## src/rtl/wrgen_pkg.sv

```systemverilog
package wrgen_pkg;

    localparam int TIME_W  = 6;
    localparam int DATA_W  = 16;
    localparam int LEN_W   = TIME_W + 1;
    localparam int NUM_STB = 2;
    localparam int STB_WE  = 0;
    localparam int STB_CS  = 1;

    typedef logic [TIME_W-1:0] tval_t;
    typedef logic [LEN_W-1:0]  len_t;

    // Per-strobe timing.
    typedef struct packed {
        tval_t setup;
        tval_t pulse;
    } strobe_t;

    // Whole-write configuration, captured on acceptance.
    typedef struct packed {
        strobe_t [NUM_STB-1:0] stb;
        len_t                  len;
        logic                  we_ctrl;
    } wcfg_t;

    function automatic tval_t legal_pulse(tval_t p);
        return (p == '0) ? tval_t'(1) : p;
    endfunction

    function automatic len_t span(strobe_t s);
        return len_t'(s.setup) + len_t'(s.pulse);
    endfunction

    function automatic len_t max_len(len_t a, len_t b);
        return (a > b) ? a : b;
    endfunction

endpackage

```

## src/rtl/wrgen_cfg_norm.sv

```systemverilog
module wrgen_cfg_norm
    import wrgen_pkg::*;
(
    input  strobe_t [NUM_STB-1:0] raw_stb,
    input  tval_t                 raw_cyc,
    input  logic                  raw_we_ctrl,
    output wcfg_t                 cfg,
    output logic                  pulse_zero
);

    strobe_t [NUM_STB-1:0] fixed;
    logic    [NUM_STB-1:0] zero_hit;
    len_t    [NUM_STB:0]   run_max;

    assign run_max[0] = len_t'(raw_cyc);

    for (genvar g = 0; g < NUM_STB; g++) begin : g_stb
        always_comb begin
            fixed[g].setup = raw_stb[g].setup;
            fixed[g].pulse = legal_pulse(raw_stb[g].pulse);
            zero_hit[g]    = (raw_stb[g].pulse == '0);
        end
        assign run_max[g+1] = max_len(run_max[g], span(fixed[g]));
    end

    always_comb begin
        cfg.stb     = fixed;
        cfg.len     = run_max[NUM_STB];
        cfg.we_ctrl = raw_we_ctrl;
        pulse_zero  = |zero_hit;
    end

endmodule

```

## src/rtl/wrgen_sequencer.sv

```systemverilog
module wrgen_sequencer
    import wrgen_pkg::*;
(
    input  logic  clk,
    input  logic  rst,
    input  logic  req_valid,
    input  wcfg_t cfg_in,
    output logic  req_ready,
    output logic  accept,
    output logic  active,
    output logic  last,
    output logic  nxt_active,
    output len_t  nxt_cnt,
    output wcfg_t nxt_cfg
);

    len_t  cnt_q;
    wcfg_t cur_q;
    logic  act_q;

    always_comb begin
        last      = act_q && (cnt_q == len_t'(cur_q.len - len_t'(1)));
        req_ready = !act_q || last;
        accept    = req_valid && req_ready;
        active    = act_q;

        if (accept) begin
            nxt_active = 1'b1;
            nxt_cnt    = '0;
            nxt_cfg    = cfg_in;
        end else if (last) begin
            nxt_active = 1'b0;
            nxt_cnt    = '0;
            nxt_cfg    = cur_q;
        end else if (act_q) begin
            nxt_active = 1'b1;
            nxt_cnt    = cnt_q + len_t'(1);
            nxt_cfg    = cur_q;
        end else begin
            nxt_active = 1'b0;
            nxt_cnt    = '0;
            nxt_cfg    = cur_q;
        end
    end

    always_ff @(posedge clk) begin
        if (rst) begin
            act_q <= 1'b0;
            cnt_q <= '0;
            cur_q <= '0;
        end else begin
            act_q <= nxt_active;
            cnt_q <= nxt_cnt;
            cur_q <= nxt_cfg;
        end
    end

    AST_CNT_IN_WINDOW: assert property (@(posedge clk) disable iff (rst)
        act_q |-> (cnt_q < cur_q.len));

    AST_NO_TAKE_MIDWRITE: assert property (@(posedge clk) disable iff (rst)
        (act_q && !last) |=> (act_q && (cnt_q == $past(cnt_q) + len_t'(1))));

endmodule

```

## src/rtl/wrgen_strobe.sv

```systemverilog
module wrgen_strobe
    import wrgen_pkg::*;
(
    input  logic    clk,
    input  logic    rst,
    input  logic    nxt_active,
    input  len_t    nxt_cnt,
    input  strobe_t timing,
    output logic    strobe_n,
    output logic    setup_done
);

    len_t start_idx;
    len_t stop_idx;
    logic in_pulse;

    always_comb begin
        start_idx  = len_t'(timing.setup);
        stop_idx   = span(timing);
        in_pulse   = nxt_active && (nxt_cnt >= start_idx) && (nxt_cnt < stop_idx);
        setup_done = nxt_active && (nxt_cnt >= start_idx);
    end

    always_ff @(posedge clk) begin
        if (rst) strobe_n <= 1'b1;
        else     strobe_n <= !in_pulse;
    end

endmodule

```

## src/rtl/wrgen_top.sv

```systemverilog
module wrgen_top
    import wrgen_pkg::*;
#(
    parameter int ADDR_W = 24
) (
    input  logic              clk,
    input  logic              rst,
    input  logic              req_valid,
    output logic              req_ready,
    input  logic [ADDR_W-1:0] req_addr,
    input  logic [DATA_W-1:0] req_data,
    input  logic              we_ctrl_mode,
    input  logic [TIME_W-1:0] we_setup,
    input  logic [TIME_W-1:0] we_pulse,
    input  logic [TIME_W-1:0] cs_setup,
    input  logic [TIME_W-1:0] cs_pulse,
    input  logic [TIME_W-1:0] cyc_len,
    output logic [ADDR_W-1:0] mem_addr,
    output logic [DATA_W-1:0] mem_dout,
    output logic              mem_doe,
    output logic              mem_we_n,
    output logic              mem_cs_n,
    output logic              cfg_err
);

    strobe_t [NUM_STB-1:0] raw_stb;
    wcfg_t                 norm_cfg;
    logic                  pulse_zero;
    logic                  accept;
    logic                  active;
    logic                  last;
    logic                  nxt_active;
    len_t                  nxt_cnt;
    wcfg_t                 nxt_cfg;
    logic [NUM_STB-1:0]    stb_n;
    logic [NUM_STB-1:0]    stb_setup_done;
    logic                  doe_nxt;

    always_comb begin
        raw_stb[STB_WE].setup = we_setup;
        raw_stb[STB_WE].pulse = we_pulse;
        raw_stb[STB_CS].setup = cs_setup;
        raw_stb[STB_CS].pulse = cs_pulse;
    end

    wrgen_cfg_norm u_norm (
        .raw_stb     (raw_stb),
        .raw_cyc     (cyc_len),
        .raw_we_ctrl (we_ctrl_mode),
        .cfg         (norm_cfg),
        .pulse_zero  (pulse_zero)
    );

    wrgen_sequencer u_seq (
        .clk        (clk),
        .rst        (rst),
        .req_valid  (req_valid),
        .cfg_in     (norm_cfg),
        .req_ready  (req_ready),
        .accept     (accept),
        .active     (active),
        .last       (last),
        .nxt_active (nxt_active),
        .nxt_cnt    (nxt_cnt),
        .nxt_cfg    (nxt_cfg)
    );

    for (genvar g = 0; g < NUM_STB; g++) begin : g_strobe
        wrgen_strobe u_stb (
            .clk        (clk),
            .rst        (rst),
            .nxt_active (nxt_active),
            .nxt_cnt    (nxt_cnt),
            .timing     (nxt_cfg.stb[g]),
            .strobe_n   (stb_n[g]),
            .setup_done (stb_setup_done[g])
        );
    end

    assign mem_we_n = stb_n[STB_WE];
    assign mem_cs_n = stb_n[STB_CS];

    // The governing strobe's setup decides when the data drivers turn on.
    assign doe_nxt = nxt_cfg.we_ctrl ? stb_setup_done[STB_WE] : stb_setup_done[STB_CS];

    always_ff @(posedge clk) begin
        if (rst) begin
            mem_doe  <= 1'b0;
            mem_addr <= '0;
            mem_dout <= '0;
            cfg_err  <= 1'b0;
        end else begin
            mem_doe <= doe_nxt;
            if (accept) begin
                mem_addr <= req_addr;
                mem_dout <= req_data;
                if (pulse_zero) cfg_err <= 1'b1;
            end
        end
    end

    AST_BUS_STABLE: assert property (@(posedge clk) disable iff (rst)
        !accept |=> ($stable(mem_addr) && $stable(mem_dout)));

    AST_ERR_STICKY: assert property (@(posedge clk) disable iff (rst)
        cfg_err |=> cfg_err);

    AST_IDLE_QUIET: assert property (@(posedge clk) disable iff (rst)
        !active |-> (mem_we_n && mem_cs_n && !mem_doe));

    AST_DOE_HELD: assert property (@(posedge clk) disable iff (rst)
        (mem_doe && active && !last) |=> mem_doe);

endmodule

```

## config.mk

```make
export PLATFORM = sky130hd
export DESIGN_NAME = wrgen_top
export DESIGN_NICKNAME = d
export VERILOG_FILES = /design/src/rtl/wrgen_pkg.sv /design/src/rtl/wrgen_cfg_norm.sv /design/src/rtl/wrgen_sequencer.sv /design/src/rtl/wrgen_strobe.sv /design/src/rtl/wrgen_top.sv
export SDC_FILE = /design/constraint.sdc
export NUM_CORES = 1
export LEC_CHECK = 0
export ABC_CLOCK_PERIOD_IN_PS = 6400
export CORE_ASPECT_RATIO = 2
export CORE_UTILIZATION = 45
export CTS_CLUSTER_DIAMETER = 30
export DETAILED_ROUTE_END_ITERATION = 6
export GPL_TIMING_DRIVEN = 1
export PLACE_DENSITY = 0.75
export SLEW_MARGIN = 20
export SYNTH_ARGS = -nofsm -noshare
export SYNTH_HDL_FRONTEND = slang
export SYNTH_SLANG_ARGS = --single-unit
export TNS_END_PERCENT = 1
```

## constraint.sdc

```tcl
create_clock -name clk -period 6.4 [get_ports clk]
set_input_delay 1.28 -clock clk [delete_from_list [all_inputs] [get_ports clk]]
set_output_delay 1.28 -clock clk [all_outputs]
set_load 0.05 [all_outputs]
```

==> impl_metrics.yaml, run 1 <==
run_status:
  run_status: "completed"
timing:
  fin_crit_ns: 5.92
  slew_viol_final: 0
  fin_setup_tns_ns: 0
  fmax_mhz: 169
  grt_setup_unrepaired: "no"
  hold_viol_final: 0
  worst_pin_slew_ns: 0.699
  setup_violations: 0
  skew_ns: 0.00776
  relSlewSlack_pct: 53.2
  finalCritPeriodShare_pct: 92.5
place:
  gp_congestion: 0.942
  dp_hpwl_um: 10600
  place_area_um2: 6320
  portBuffers: 118
clock_network:
  clk_pin_slew_ns: 0.06
  clock_path_buffers: 2
  cts_tree: "built"
  ctsResizeCount: 0
  hold_buffers: 0
  clk_latency_ns: 0.34
  cts-root-buf: "clkbuf_16"
  numCtsBuffers: 9
  numClockSinks: 84
  cts_setup_buffers: 0
  htree_num_levels: 3
floorplanning:
  design.core.area_um2: 10900
  floorplan.initialDensity_pct: 46.3
  die_x_um: 76.8
  rows: 54
  die_h_um: 152
  die-area_um2: 11600
  ios: 119
synthesis:
  ys_types: 42
  synthCells: 593
  syn-num-nets: 734
  ys_ff_latch: 84
  yosysWarnings: 0
  synth_seq_area_share_pct: 33.4
  async_reset_ff_share_pct: 0
  netlist_area_um2: 5040
  synth_enable_flop_cells: 0
  avgSynthCellArea_um2: 8.49
  synthFlopType: "dfxtp_1"
flow_run:
  drv_cap: 0
critical_path:
  end_kind: "flip-flop"
  required_ns: 6.66
  slowest_delay_ns: 0.57
  startpoint_type: "input pin"
  cp_top_family: "compound AO/OA/AOI/OAI gates"
  cp_num_buf_inv: 3
  crit_path_cell_trace: "clkdlybuf4s50_1 -> nor2_1 -> nand2_1 -> nand2b_1 -> ha_1 -> fa_1 -> a21o_1 -> a21oi_1 -> xnor2_1 -> inv_1 -> ha_1 -> nand3_1 -> o21bai_1 -> a211oi_2 -> buf_4 -> mux2_2 -> ha_1 -> a21oi_1 -> nor2_1 -> a211oi_1 -> and2_1 -> nor2_1 -> a211o_1 -> a21oi_1"
  arrival_ns: 6.18
  crit_slowest_cell: "clkdlybuf4s50_1"
  criticalPathCategory: "in2reg"
  critPathMaxFanout: 6
cells_and_area:
  fin_nets: 843
  drive_gt1_share_pct: 6.23
  final_area_um2: 6580
  final_common_cell: "clkdlybuf4s50_1"
  area_growth_pct: 30.7
  final_cell_mix: "117 x clkdlybuf4s50_1, 97 x nand2_1, 84 x dfxtp_1"
  antenna_cells: 0
route:
  post_drt_wl_per_cell_um: 15.8
  num_vias: 4505
  wl_met3_um: 525
  firstDrtPassIters: 4
  finalWirelength_um: 13300
  drc: 0
  wl_met1_um: 4500
  ant_nets: 0
  topRoutingLayerUsed: "met4"
  dr.first_iter.drc_count: 152
  wl_met2_um: 7400
  drt-vias-per-instance: 5.33
power_and_ir_drop:
  p_leak_nw: 2.92
  power_density_nw_per_um2: 237
  peakVddDrop_uv: 147
global_route:
  grt_pass1_wl_um: 21300
  antenna_found_initial: 0
  grt_usage_pct: 23.8
  grt_max_degree: 63
  grt-ovfl-total: 0
  grt_pass1_vias: 4529
hold_path:
  min_path_type: "reg2reg"
-- worst reg2reg max path, cell delays in order, from the launching register on --
cell and delay [ns]:
dfxtp_1 0.40, inv_1 0.07, ha_1 0.26, o21ba_1 0.21, a221oi_2 0.26, a41oi_1 0.09
o41ai_2 0.37, buf_4 0.23, nand2_2 0.41, mux2_2 0.51, ha_1 0.23, fa_1 0.41
a21oi_1 0.14, nor2_1 0.05, nor2_1 0.15, xnor2_1 0.16, ha_1 0.27, a21o_1 0.16
a21o_1 0.17, a21oi_1 0.15, o311ai_0 0.21
-- state kept, by name, summed over array words and instances, names as in the netlist --
signal / cells
u_seq.cur_q: 32
mem_addr: 24
mem_dout: 16
u_seq.cnt_q: 7
g_strobe.u_stb.strobe_n: 2
cfg_err: 1
mem_doe: 1
u_seq.active: 1
-- layout make-up --
cell class                 instances  area [µm²]
multi-input combinational        450        3120
clock inverter                     5        30.0
tap                              140         175
timing repair buffer             125        1230
clock buffer                      10         229
inverter                          32         120
sequential                        84        1680
fill                             957        4300
-- metrics by stage --
| step | setup slack, ns | total power, W | utilization [%] | hold WS [ns] | instances |
|---|---|---|---|---|---|
| 6_report | 0.483 | 0.00156 | 60.5 | 0.452 | 846 |
| 5_1_grt | 0.241 | 0.00165 | 60.5 | 0.475 | 846 |
| 4_1_cts | 0.528 | 0.00157 | 60.5 | 0.454 | 846 |
| 3_5_place_dp | 0.198 | 0.00111 | 58.1 | 0.446 | 831 |
| 3_3_place_gp | 0.397 | 0.00109 | 58.1 | 0.442 | 831 |
| 2_1_floorplan | 1.06 | 0.000943 | - | 0.444 | 593 |
-- kinds of logic (layout without fill, tap and decap cells) --
kind of cell    Yosys count  in the layout  synth area share, %
mux                      32             32                 6.78
xor+xnor                 32             32                 5.57
compound gates          126            126                 15.7
fa+ha+maj                67             67                 17.2
flops                    84             84                 33.4
simple gates            193            193                 16.6
buf+inv                  59            172                 4.75
-- worst paths after layout --
| path | start | endpoint | slack, ns | cells after the start |
|---|---|---|---|---|
| min | mem_addr[15] | mem_addr[15] | 0.45 | 2 |
| min reg2reg | mem_addr[15] | mem_addr[15] | 0.45 | 2 |
| max | we_pulse[1] | u_seq.cur_q[7] | 0.48 | 24 |
| max reg2reg | u_seq.cur_q[1] | g_strobe[0].u_stb.strobe_n | 1.29 | 20 |
-- synthesized netlist by cell type, types with 2 or more instances --
cell / n / area [µm²]
a211o_1: 4 / 35.0
a211oi_1: 5 / 37.5
a21o_1: 11 / 82.6
a21oi_1: 70 / 350
and2_1: 14 / 87.6
and3_1: 2 / 12.5
buf_2: 8 / 40.0
clkbuf_1: 18 / 67.6
dfxtp_1: 84 / 1680
fa_1: 4 / 80.1
ha_1: 63 / 788
inv_1: 32 / 120
mux2_1: 2 / 22.5
mux2_2: 15 / 169
mux2i_1: 15 / 150
nand2_1: 98 / 368
nand2b_1: 5 / 31.3
nand3_1: 11 / 55.1
nand4_1: 3 / 18.8
nor2_1: 48 / 180
nor2b_1: 3 / 18.8
nor3_1: 3 / 15.0
nor4_1: 2 / 12.5
nor4b_1: 2 / 17.5
o211ai_1: 3 / 22.5
o21a_1: 7 / 52.6
o21ai_0: 8 / 40.0
o21bai_1: 8 / 60.1
o311ai_0: 2 / 17.5
xnor2_1: 14 / 123
xor2_1: 18 / 158
-- power breakdown --
part	switching, W	internal, W	leakage, nW
Sequential	0.0000216	0.000557	0.689
Combinational	0.000299	0.000231	2.11
Clock	0.000195	0.000258	0.124
-- metal layers --
metal	vias up	global-route usage, %
met5	-	0
met4	0	19.0
met3	67	3.47
met2	156	46.0
met1	2044	21.7
li1	2238	-
Note: power is estimated with default switching activity, not from simulation.
==> run 2: changes to the inputs <==
--- a/config.mk
+++ b/config.mk
@@ -5,13 +5,13 @@
 export SDC_FILE = /design/constraint.sdc
 export NUM_CORES = 1
 export LEC_CHECK = 0
-export ABC_CLOCK_PERIOD_IN_PS = 6400
+export ABC_CLOCK_PERIOD_IN_PS = 5410
 export CORE_ASPECT_RATIO = 2
 export CORE_UTILIZATION = 45
 export CTS_CLUSTER_DIAMETER = 30
 export DETAILED_ROUTE_END_ITERATION = 6
 export GPL_TIMING_DRIVEN = 1
-export PLACE_DENSITY = 0.75
+export PLACE_DENSITY = 0.78
 export SLEW_MARGIN = 20
 export SYNTH_ARGS = -nofsm -noshare
 export SYNTH_HDL_FRONTEND = slang
==> constraint.sdc (replaced) <==
create_clock -name clk -period 5.41 [get_ports clk]
set_input_delay 1.082 -clock clk [delete_from_list [all_inputs] [get_ports clk]]
set_output_delay 1.082 -clock clk [all_outputs]
set_load 0.05 [all_outputs]
==> impl_metrics.yaml, run 2 (synthesis results as in run 1) <==
run_status:
  run_status: "completed"
place:
  portBuffers: 118
  dp_hpwl_um: 11000
  gp_congestion: 0.921
  place_area_um2: 6450
timing:
  holdWs_ns: 0.453
  skew_ns: 0.0101
  setup_violations: 0
  hold_viol_final: 0
  relSlewSlack_pct: 56.1
  worst_pin_slew_ns: 0.651
  fin_crit_ns: 5.19
  grt_setup_unrepaired: "no"
  finalCritPeriodShare_pct: 95.9
  slew_viol_final: 0
  fin_setup_tns_ns: 0
  fmax_mhz: 193
critical_path:
  r2r-start: "u_seq.cur_q[1]"
  slowest_delay_ns: 0.37
  startpoint_type: "input pin"
  end_kind: "flip-flop"
  crit_start: "we_pulse[2]"
  crit_slowest_cell: "mux2_4"
  criticalPathCategory: "in2reg"
  cp-endpoint: "u_seq.cur_q[3]"
  r2r_slack_ns: 0.48
  arrival_ns: 5.41
  crit_path_cell_trace: "dlymetal6s2s_1 -> nor4_2 -> nand2_1 -> nand2b_1 -> ha_2 -> fa_2 -> a21o_1 -> a21oi_2 -> xnor2_2 -> inv_2 -> ha_4 -> nand3_2 -> o21bai_4 -> a211oi_4 -> mux2_4 -> ha_4 -> nor2b_4 -> o21a_1 -> o21bai_4 -> and2_4 -> or2_4 -> o21ai_0 -> o21ai_1"
  r2r_cells: 19
  r2r-end: "g_strobe[0].u_stb.strobe_n"
  required_ns: 5.63
  critPathMaxFanout: 4
route:
  post_drt_wl_per_cell_um: 16.5
  dr.first_iter.drc_count: 113
  num_vias: 4659
  drt-vias-per-instance: 5.37
  ant_nets: 0
  finalWirelength_um: 14300
  drc: 0
  firstDrtPassIters: 6
clock_network:
  cts-root-buf: "clkbuf_16"
  hold_buffers: 0
  clk_pin_slew_ns: 0.06
  numClockSinks: 84
  clock_path_buffers: 2
  cts_tree: "built"
  clk_latency_ns: 0.34
  htree_num_levels: 3
  numCtsBuffers: 9
floorplanning:
  floorplan.initialDensity_pct: 46.3
  die_h_um: 152
  design.core.area_um2: 10900
  ios: 119
  rows: 54
  die-area_um2: 11600
  die_x_um: 76.8
power_and_ir_drop:
  peakVddDrop_uv: 205
  p_leak_nw: 3.12
  total_power_w: 0.00205
  power_density_nw_per_um2: 294
cells_and_area:
  regMostFlops: "u_seq.cur_q"
  final_area_um2: 6970
  fin_nets: 864
  largest_reg_flops: 32
  antenna_cells: 0
  top_regs: "u_seq.cur_q (32), mem_addr (24), mem_dout (16)"
  final_common_cell: "clkdlybuf4s50_1"
  area_growth_pct: 38.4
  drive_gt1_share_pct: 12.2
  fin_util_pct: 64.1
  final_cell_mix: "111 x clkdlybuf4s50_1, 97 x nand2_1, 84 x dfxtp_1"
flow_run:
  drv_cap: 0
global_route:
  grt_pass1_vias: 4715
  grt_usage_pct: 24.4
  grt_pass1_wl_um: 21900
  grt-ovfl-total: 0
  grt_max_degree: 62
  antenna_found_initial: 0
hold_path:
  min_path_type: "reg2reg"
## run 2: cell types whose count changed in the layout (fill, tap and decap cells not counted), sizes merged
cell           before  now
buf                 8   29
clkdlybuf4s50     117  111
dlymetal6s2s        0    6
inv                32   35
clkinv              3    1
bufinv              0    1
clkbuf             10    9
## run 2: worst min-delay path by stage
stage	start	endpoint	cells past startpoint	slack, ns
2_1_floorplan	u_seq.cur_q[7]	u_seq.cur_q[7]	2	0.44
3_3_place_gp	mem_dout[13]	mem_dout[13]	2	0.44
3_5_place_dp	mem_dout[7]	mem_dout[7]	2	0.45
4_1_cts	mem_dout[12]	mem_dout[12]	2	0.46
5_1_grt	mem_dout[12]	mem_dout[12]	2	0.47
6_report	mem_dout[12]	mem_dout[12]	2	0.45
## run 2: repair_timing
item,in CTS,in global routing
setup buffers,0,4
pin swaps,0,18
gates cloned,0,0
setup endpoints to repair,6,7
gates resized for setup,1,37
## run 2: through the flow
stage / worst slack, ns / cells
finish: 0.220 / 868
global route: 0.0558 / 868
CTS: -0.0762 / 864
detailed placement: -0.440 / 848
global placement: -0.265 / 848
floorplan: 0.265 / 593
## run 2: metal layers
layer	track usage, %	share of wire (%)
met2	47.6	56
met5	0	0
met1	21.4	34
met4	21.1	6.7
met3	3.41	4.0
## run 2: report_power, final
| part | internal [W] | leakage, nW | total [W] | switching, W |
|---|---|---|---|---|
| registers | 0.000659 | 0.689 | 0.000685 | 0.0000260 |
| logic | 0.000340 | 2.29 | 0.000739 | 0.000399 |
| clock network | 0.000365 | 0.145 | 0.000623 | 0.000259 |
| total | 0.00136 | 3.12 | 0.00205 | 0.000683 |
## run 2: layout make-up
class / count / area, µm²
Clock buffer: 9 / 225
Clock inverter: 7 / 82.6
Fill cell: 901 / 3910
Inverter: 32 / 120
Multi-Input combinational cell: 450 / 3280
Sequential cell: 84 / 1680
Tap cell: 140 / 175
Timing Repair Buffer: 146 / 1410
## run 2: critical path, delay by kind of cell
family | cells | cell delay, ns
AO/OA/AOI/OAI | 8 | 1.33
XOR/XNOR | 1 | 0.19
adder cells (fa/ha/maj) | 4 | 0.96
buffers and inverters | 2 | 0.21
multiplexers | 1 | 0.37
AND/OR/NAND/NOR | 7 | 1.24
